**src/rtl/flash_guard_pkg.sv**
```systemverilog
package flash_guard_pkg;

    localparam int DATA_W = 8;
    localparam int SEL_W  = 2;
    localparam int ERR_BIT = 7;

    typedef enum logic [SEL_W-1:0] {
        SEL_CTRL = 2'd0,
        SEL_STAT = 2'd1,
        SEL_BLKA = 2'd2,
        SEL_BLKB = 2'd3
    } reg_sel_e;

    // control bits, LSB first: wen, pg, er, pv, ev
    typedef struct packed {
        logic ev;
        logic pv;
        logic er;
        logic pg;
        logic wen;
    } ctrl_t;

    localparam int CTRL_W = $bits(ctrl_t);

    typedef struct packed {
        ctrl_t             ctrl;
        logic              err;
        logic [DATA_W-1:0] blka;
        logic [DATA_W-1:0] blkb;
    } regs_t;

    typedef struct packed {
        logic prog;
        logic erase;
        logic pver;
        logic ever;
    } modes_t;

endpackage

```
**src/rtl/fg_regfile.sv**
```systemverilog
module fg_regfile
    import flash_guard_pkg::*;
(
    input  logic              clk,
    input  logic              rst_n,
    input  logic              standby,
    input  logic              bus_we,
    input  logic [SEL_W-1:0]  bus_sel,
    input  logic [DATA_W-1:0] bus_wdata,
    input  logic              err_set,
    output regs_t             regs
);

    regs_t regs_d, regs_q;

    always_comb begin
        regs_d = regs_q;
        if (bus_we) begin
            case (reg_sel_e'(bus_sel))
                SEL_CTRL: regs_d.ctrl = ctrl_t'(bus_wdata[CTRL_W-1:0]);
                SEL_BLKA: regs_d.blka = bus_wdata;
                SEL_BLKB: regs_d.blkb = bus_wdata;
                default:  ;
            endcase
        end
        if (err_set) begin
            regs_d.err = 1'b1;
        end
        if (standby) begin
            regs_d.ctrl = '0;
            regs_d.err  = 1'b0;
            regs_d.blka = '0;
        end
    end

    always_ff @(posedge clk or negedge rst_n) begin
        if (!rst_n) begin
            regs_q <= '0;
        end else begin
            regs_q <= regs_d;
        end
    end

    assign regs = regs_q;

endmodule

```
**src/rtl/fg_err_detect.sv**
```systemverilog
module fg_err_detect (
    input  logic cpu_rd,
    input  logic cpu_fetch,
    input  logic flash_hit,
    input  logic exc_entry,
    input  logic sleep_evt,
    input  logic dma_grant,
    output logic trig
);

    localparam int N_SRC = 4;

    logic [N_SRC-1:0] src;

    always_comb begin
        src[0] = (cpu_rd | cpu_fetch) & flash_hit;
        src[1] = exc_entry;
        src[2] = sleep_evt;
        src[3] = dma_grant;
        trig   = |src;
    end

endmodule

```
**src/rtl/fg_mode_decode.sv**
```systemverilog
module fg_mode_decode
    import flash_guard_pkg::*;
(
    input  regs_t               regs,
    input  logic                standby,
    input  logic                rst_n,
    input  logic                trig,
    output logic                busy,
    output modes_t              modes,
    output logic [2*DATA_W-1:0] blk_sel
);

    logic raw_prog, raw_erase, live;

    always_comb begin
        live      = rst_n & ~standby;
        raw_prog  = regs.ctrl.wen & regs.ctrl.pg & ~regs.ctrl.er & ~regs.ctrl.pv;
        raw_erase = regs.ctrl.wen & regs.ctrl.er & ~regs.ctrl.pg & ~regs.ctrl.ev;
        busy      = (raw_prog | raw_erase) & ~regs.err & live;

        modes.prog  = raw_prog  & ~regs.err & ~trig & live;
        modes.erase = raw_erase & ~regs.err & ~trig & live;
        modes.pver  = regs.ctrl.wen & regs.ctrl.pv & live;
        modes.ever  = regs.ctrl.wen & regs.ctrl.ev & live;

        blk_sel = modes.erase ? {regs.blkb, regs.blka} : '0;
    end

endmodule

```
**src/rtl/flash_guard.sv**
```systemverilog
module flash_guard
    import flash_guard_pkg::*;
(
    input  logic              clk,
    input  logic              rst_n,
    input  logic              standby,
    input  logic              bus_we,
    input  logic [1:0]        bus_sel,
    input  logic [7:0]        bus_wdata,
    output logic [7:0]        bus_rdata,
    input  logic              cpu_rd,
    input  logic              cpu_fetch,
    input  logic              flash_hit,
    input  logic              exc_entry,
    input  logic              sleep_evt,
    input  logic              dma_grant,
    output logic              prog_on,
    output logic              erase_on,
    output logic              pver_on,
    output logic              ever_on,
    output logic [15:0]       blk_sel
);

    regs_t  regs;
    modes_t modes;
    logic   trig, busy, err_set, err_q, wen_q;

    fg_err_detect u_det (
        .cpu_rd    (cpu_rd),
        .cpu_fetch (cpu_fetch),
        .flash_hit (flash_hit),
        .exc_entry (exc_entry),
        .sleep_evt (sleep_evt),
        .dma_grant (dma_grant),
        .trig      (trig)
    );

    fg_mode_decode u_dec (
        .regs    (regs),
        .standby (standby),
        .rst_n   (rst_n),
        .trig    (trig),
        .busy    (busy),
        .modes   (modes),
        .blk_sel (blk_sel)
    );

    assign err_set = trig & busy;

    fg_regfile u_regs (
        .clk       (clk),
        .rst_n     (rst_n),
        .standby   (standby),
        .bus_we    (bus_we),
        .bus_sel   (bus_sel),
        .bus_wdata (bus_wdata),
        .err_set   (err_set),
        .regs      (regs)
    );

    always_comb begin
        bus_rdata = '0;
        case (reg_sel_e'(bus_sel))
            SEL_CTRL: bus_rdata[CTRL_W-1:0] = regs.ctrl;
            SEL_STAT: bus_rdata[ERR_BIT]    = regs.err;
            SEL_BLKA: bus_rdata             = regs.blka;
            SEL_BLKB: bus_rdata             = regs.blkb;
            default:  bus_rdata             = '0;
        endcase
    end

    assign prog_on  = modes.prog;
    assign erase_on = modes.erase;
    assign pver_on  = modes.pver;
    assign ever_on  = modes.ever;
    assign err_q    = regs.err;
    assign wen_q    = regs.ctrl.wen;

endmodule

```
**config.mk**
```make
export PLATFORM = sky130hd
export DESIGN_NAME = flash_guard
export DESIGN_NICKNAME = d
export VERILOG_FILES = /design/src/rtl/flash_guard_pkg.sv /design/src/rtl/fg_regfile.sv /design/src/rtl/fg_err_detect.sv /design/src/rtl/fg_mode_decode.sv /design/src/rtl/flash_guard.sv
export SDC_FILE = /design/constraint.sdc
export NUM_CORES = 1
export LEC_CHECK = 0
export CAP_MARGIN = 20
export CORE_ASPECT_RATIO = 2
export CORE_MARGIN = 2
export CORE_UTILIZATION = 47
export DETAILED_ROUTE_END_ITERATION = 8
export MAX_ROUTING_LAYER = met4
export PLACE_DENSITY = 0.85
export SYNTH_ARGS = -nofsm -noshare
export SYNTH_HDL_FRONTEND = slang
export SYNTH_SLANG_ARGS = --single-unit
```
**constraint.sdc**
```tcl
create_clock -name clk -period 3.7 [get_ports clk]
set_input_delay 0.37 -clock clk [delete_from_list [all_inputs] [get_ports clk]]
set_output_delay 0.37 -clock clk [all_outputs]
set_load 0.02 [all_outputs]
```
# Word-level counts from Yosys, hierarchy flattened
# Index checks and enable logic that the tools add are counted.
# totals
reg_bits,22
input_bits,20
out_inout_bits,28
wordCells,61
# classes
n_eq_ne,3
n_mux,11
bitwise_logic,30
reduce_logical,9
# ops
op,count
$mux W16,2
$and A1 B1 Y1,21
$mux W8,2
$pmux W5 S3,1
$mux W14,1
$mux W5,2
$reduce_bool A2 Y1,4
$not A1 Y1,7
$reduce_and A2 Y1,3
$eq A2 B2 Y1 const B,2
$pmux W2 S2,1
$reduce_or A4 Y1,1
$pmux W1 S3,1
$eq A2 B1 Y1 const B,1
$logic_not A2 Y1,1
$or A1 B1 Y1,2
$mux W1,1

# Depth between registers and ports, before layout
# logic_depth
ltp_word,9
ltp_mapped,5
depth_no_buf,4

# Modules after synthesis
# Synthesis repeated with hierarchy kept, for this count alone.
# unflattened
cells_unflattened,146
hier_area_um2,1514.0
# modules_own_cells
mod,instances,cells_each,area_per_inst_um2,seq_area_each_um2
fg_regfile,1,73,949.7,550.5
fg_mode_decode,1,49,359.1,0.0
flash_guard,1,21,186.4,0.0
fg_err_detect,1,3,18.8,0.0

# Least setup slack after synthesis
# Ideal clock, no wire load.
# synth_path
path_type,reg2out
from,reg u_regs.regs_q[16] (netlist: u_regs.regs[16])
to,out blk_sel[10]
arrival_time_ns,1.347
setup_slack_ns,1.983
stages_incl_launch_ff,6
path_buffers,1
path_cell_list,dfrtp_1 -> and2b_1 -> nand3_2 -> nor3_4 -> buf_6 -> and2_1
# synth_via
elab_chain_len,5
# synth_lines
item,line_no,text
start: declaration,fg_regfile.sv:14,"regs_t regs_d, regs_q;"
start signal: assignment,fg_regfile.sv:40,regs_q <= regs_d;
$not A1 Y1,fg_mode_decode.sv:22,modes.erase = raw_erase & ~regs.err & ~trig & live;
$and A1 B1 Y1 (3 in series),fg_mode_decode.sv:22,
net erase_on,flash_guard.sv:18,"output logic erase_on,"
$mux W16,fg_mode_decode.sv:26,"blk_sel = modes.erase ? {regs.blkb, regs.blka} : '0;"
end: declaration,flash_guard.sv:21,output logic [15:0] blk_sel
# The timed path passes the listed nets, and every way through them passes these cells.

# Worst setup path in the final report
# layout_path
from,in bus_sel[0]
to,out bus_rdata[0]
# layout_via
elab_chain_len,2
elab_cells_between_ends,4
cone_classes,eq/ne: 2; mux: 1; reduce/logical: 1
# layout_lines
item,line_no,text
start: declaration,flash_guard.sv:8,"input logic [1:0] bus_sel,"
$eq A2 B2 Y1 / $logic_not A2 Y1 (equally long branches),flash_guard.sv:63,case (reg_sel_e'(bus_sel))
$pmux W5 S3 (*),flash_guard.sv:63,
end: declaration,flash_guard.sv:10,"output logic [7:0] bus_rdata,"
# Every way passes the cells marked *; elsewhere a longest branch is shown, timed or not.

==> run metrics <==
outcome=finished clean; Antenna Cells=0; total CTS buffers=3; RSZ-0062 raised after global routing=false; hold buffer count at cts=0; die width=40.6 um; Worst-path clk slew=0.07 ns; CP endpoint kind=primary output; post-synth net total=136; DP Area=1750 um^2; Max VDD drop=0.248 mV; Hold Vio Cnt, Final=0; CTS tree=done; Slew @ Worst Pin=0.740 ns; Layout Utilization=70.6%; DRC=0; postcts setup bufs=0; Synth Register Bits=22; vias per std cell=5.49; I/O pin cnt=48; H-tree levels=1; Vias=1048; clock skew=0.00128 ns; share of layout cells above drive strength 1=6.13%; Mean Syn Cell Area=10.9 um^2; area grow syn2layout=42.0%; most used cell, CP=clkdlybuf4s50_1; crit-path max FO=13; WP data required=3.33 ns; Post-Synthesis Cells=116; Hold Path Class=reg -> reg; fin crit share=78.9%; vias in the first global route=1058; Max Root-Sink Buffers=2; max-slew violation count=0; antenna violations before repair=0; Die Ht=77.3 um; sequential element share of the synthesized area=43.7%; Root Buffer=clkbuf_8; max-cap viol count=0; first-pass GRT wire length=4.87 mm; Die Area=3140 um^2; initial detailed-routing violation count=19; Slew HR=50.5%; max reg flops=22; max incr delay on CP=0.79 ns; setup TNS=0 ns; Setup Viol. Count Final=0; PortBufs=47; CP max-delay cell=clkdlybuf4s50_1; Synth cell types=26; Remaining Overflow, GRT=0; Peak Freq=343 MHz; Nets=185; clk_lat worst skew=0.25 ns; Leak=0.812 nW; router iterations before antenna repair=4; CP Launch Type=input pin; final instance area=1790 um^2; area of the core=2540 um^2; Setup CP Type=in -> out; WHS=0.522 ns; DP Wirelength=2.40 mm; Starting Density=49.7%; gpl congestion=0.773; PwrDens=296 nW/um^2; Routed wire per std cell=16.2 um; crit path cell chain=clkdlybuf4s50_1, nor2_1, a22o_1, clkdlybuf4s50_1; FP Rows=26; Multi-input gate area=674 um^2; yosys warns=0; post-route ant nets=0; post-CTS resize count=0; largest net degree at the start of global routing=24; fin crit period=2.92 ns; Register Area=551 um^2; fillcell total=211; clock tree sinks=22; synthesized area=1260 um^2; All-Layer GR Usage=22.5%; WP data arrival=2.55 ns; DRT Wirelength=3.09 mm
## layout make-up
type	count	area share [%]
inverters	1	0.210
clock buffers	3	2.31
repair buffers	49	27.1
multi-input cells	88	37.7
well taps	28	1.96
flip-flops and latches	22	30.7
## synthesized netlist by cell type
| cell | count | share of area, % |
|---|---|---|
| dfrtp_1 | 22 | 44 |
| and2_1 | 16 | 7.9 |
| nor2_1 | 16 | 4.8 |
| mux2i_1 | 15 | 12 |
| mux2_1 | 13 | 12 |
| a22o_1 | 5 | 3.5 |
| nand2_1 | 5 | 1.5 |
| nor2b_1 | 3 | 1.5 |
| and3_1 | 2 | 0.99 |
| buf_2 | 2 | 0.79 |
| nor3_1 | 2 | 0.79 |
| a32o_1 | 1 | 0.79 |
| and2b_1 | 1 | 0.60 |
| buf_4 | 1 | 0.60 |
| buf_6 | 1 | 0.89 |
| clkbuf_1 | 1 | 0.30 |
| inv_1 | 1 | 0.30 |
| mux2_2 | 1 | 0.89 |
| nand3_1 | 1 | 0.40 |
| nand3_2 | 1 | 0.79 |
| nand3_4 | 1 | 1.4 |
| nand3b_1 | 1 | 0.60 |
| nor3_4 | 1 | 1.3 |
| nor3b_4 | 1 | 1.5 |
| o21ai_0 | 1 | 0.40 |
| o21ai_1 | 1 | 0.40 |
## final timing paths
path | startpoint | end | slack (ns) | cells past startpoint
min in group asynchronous | rst_n | u_regs.regs[9] | 0.54 | 2
min | u_regs.regs[1] | u_regs.regs[1] | 0.52 | 1
max in group asynchronous | rst_n | u_regs.regs[12] | 2.94 | 2
max reg2reg | u_regs.regs[17] | u_regs.regs[16] | 2.56 | 4
max | bus_sel[0] | bus_rdata[0] | 0.78 | 4
min reg2reg | u_regs.regs[1] | u_regs.regs[1] | 0.52 | 1
## cells in the final DEF (no fill, tap or decap)
cell	synthesis	routed
nand3_4	1	1
clkdlybuf4s50_1	0	47
nor3_4	1	1
and2_1	16	16
nand2_1	5	5
mux2_1	13	13
nor3_1	2	2
dfrtp_1	22	22
and2b_1	1	1
inv_1	1	1
nand3_1	1	1
a32o_1	1	1
buf_4	1	2
o21ai_0	1	1
mux2_2	1	1
and3_1	2	2
mux2i_1	15	15
a22o_1	5	5
nor2b_1	3	3
nand3b_1	1	1
nand3_2	1	1
o21ai_1	1	1
nor3b_4	1	1
nor2_1	16	16
clkbuf_8	0	3
## layer usage
| metal | vias up | share of wire (%) | global-route usage [%] |
|---|---|---|---|
| met5 | - | 0 | - |
| met4 | 0 | 0.55 | 5.00 |
| met3 | 2 | 3.0 | 1.73 |
| met2 | 28 | 60 | 39.8 |
| met1 | 521 | 36 | 25.3 |
| li1 | 497 | - | - |
## power by group
part	internal, W	switching, W	total [W]	leakage, nW
Clock	0.0000723	0.0000663	0.000139	0.0216
Sequential	0.000262	0.0000165	0.000278	0.287
Combinational	0.0000613	0.0000520	0.000113	0.503
## logic make-up (layout without fill, tap and decap cells)
logic type / count (synthesis) / in the layout / synth area share, %
AO/OA/AOI/OAI: 8 / 8 / 5.06
flip-flops: 22 / 22 / 43.7
multiplexers: 29 / 29 / 24.4
AND/OR/NAND/NOR: 51 / 51 / 24.0
buffers and inverters: 6 / 53 / 2.88
## critical path: cells and delay by family
family | cells | cell delay [ns]
buf+inv | 2 | 1.39
compound gates | 1 | 0.23
simple gates | 1 | 0.55
## per-stage QoR
stage	std cells	power (W)	setup WS (ns)
final	191	0.000530	0.781
after global routing	191	0.000558	0.709
after CTS	191	0.000534	0.816
after detailed placement	188	0.000397	0.833
after global placement	188	0.000390	0.877
after floorplan	116	0.000337	1.98
No activity file was read; power rests on OpenSTA's default activity.
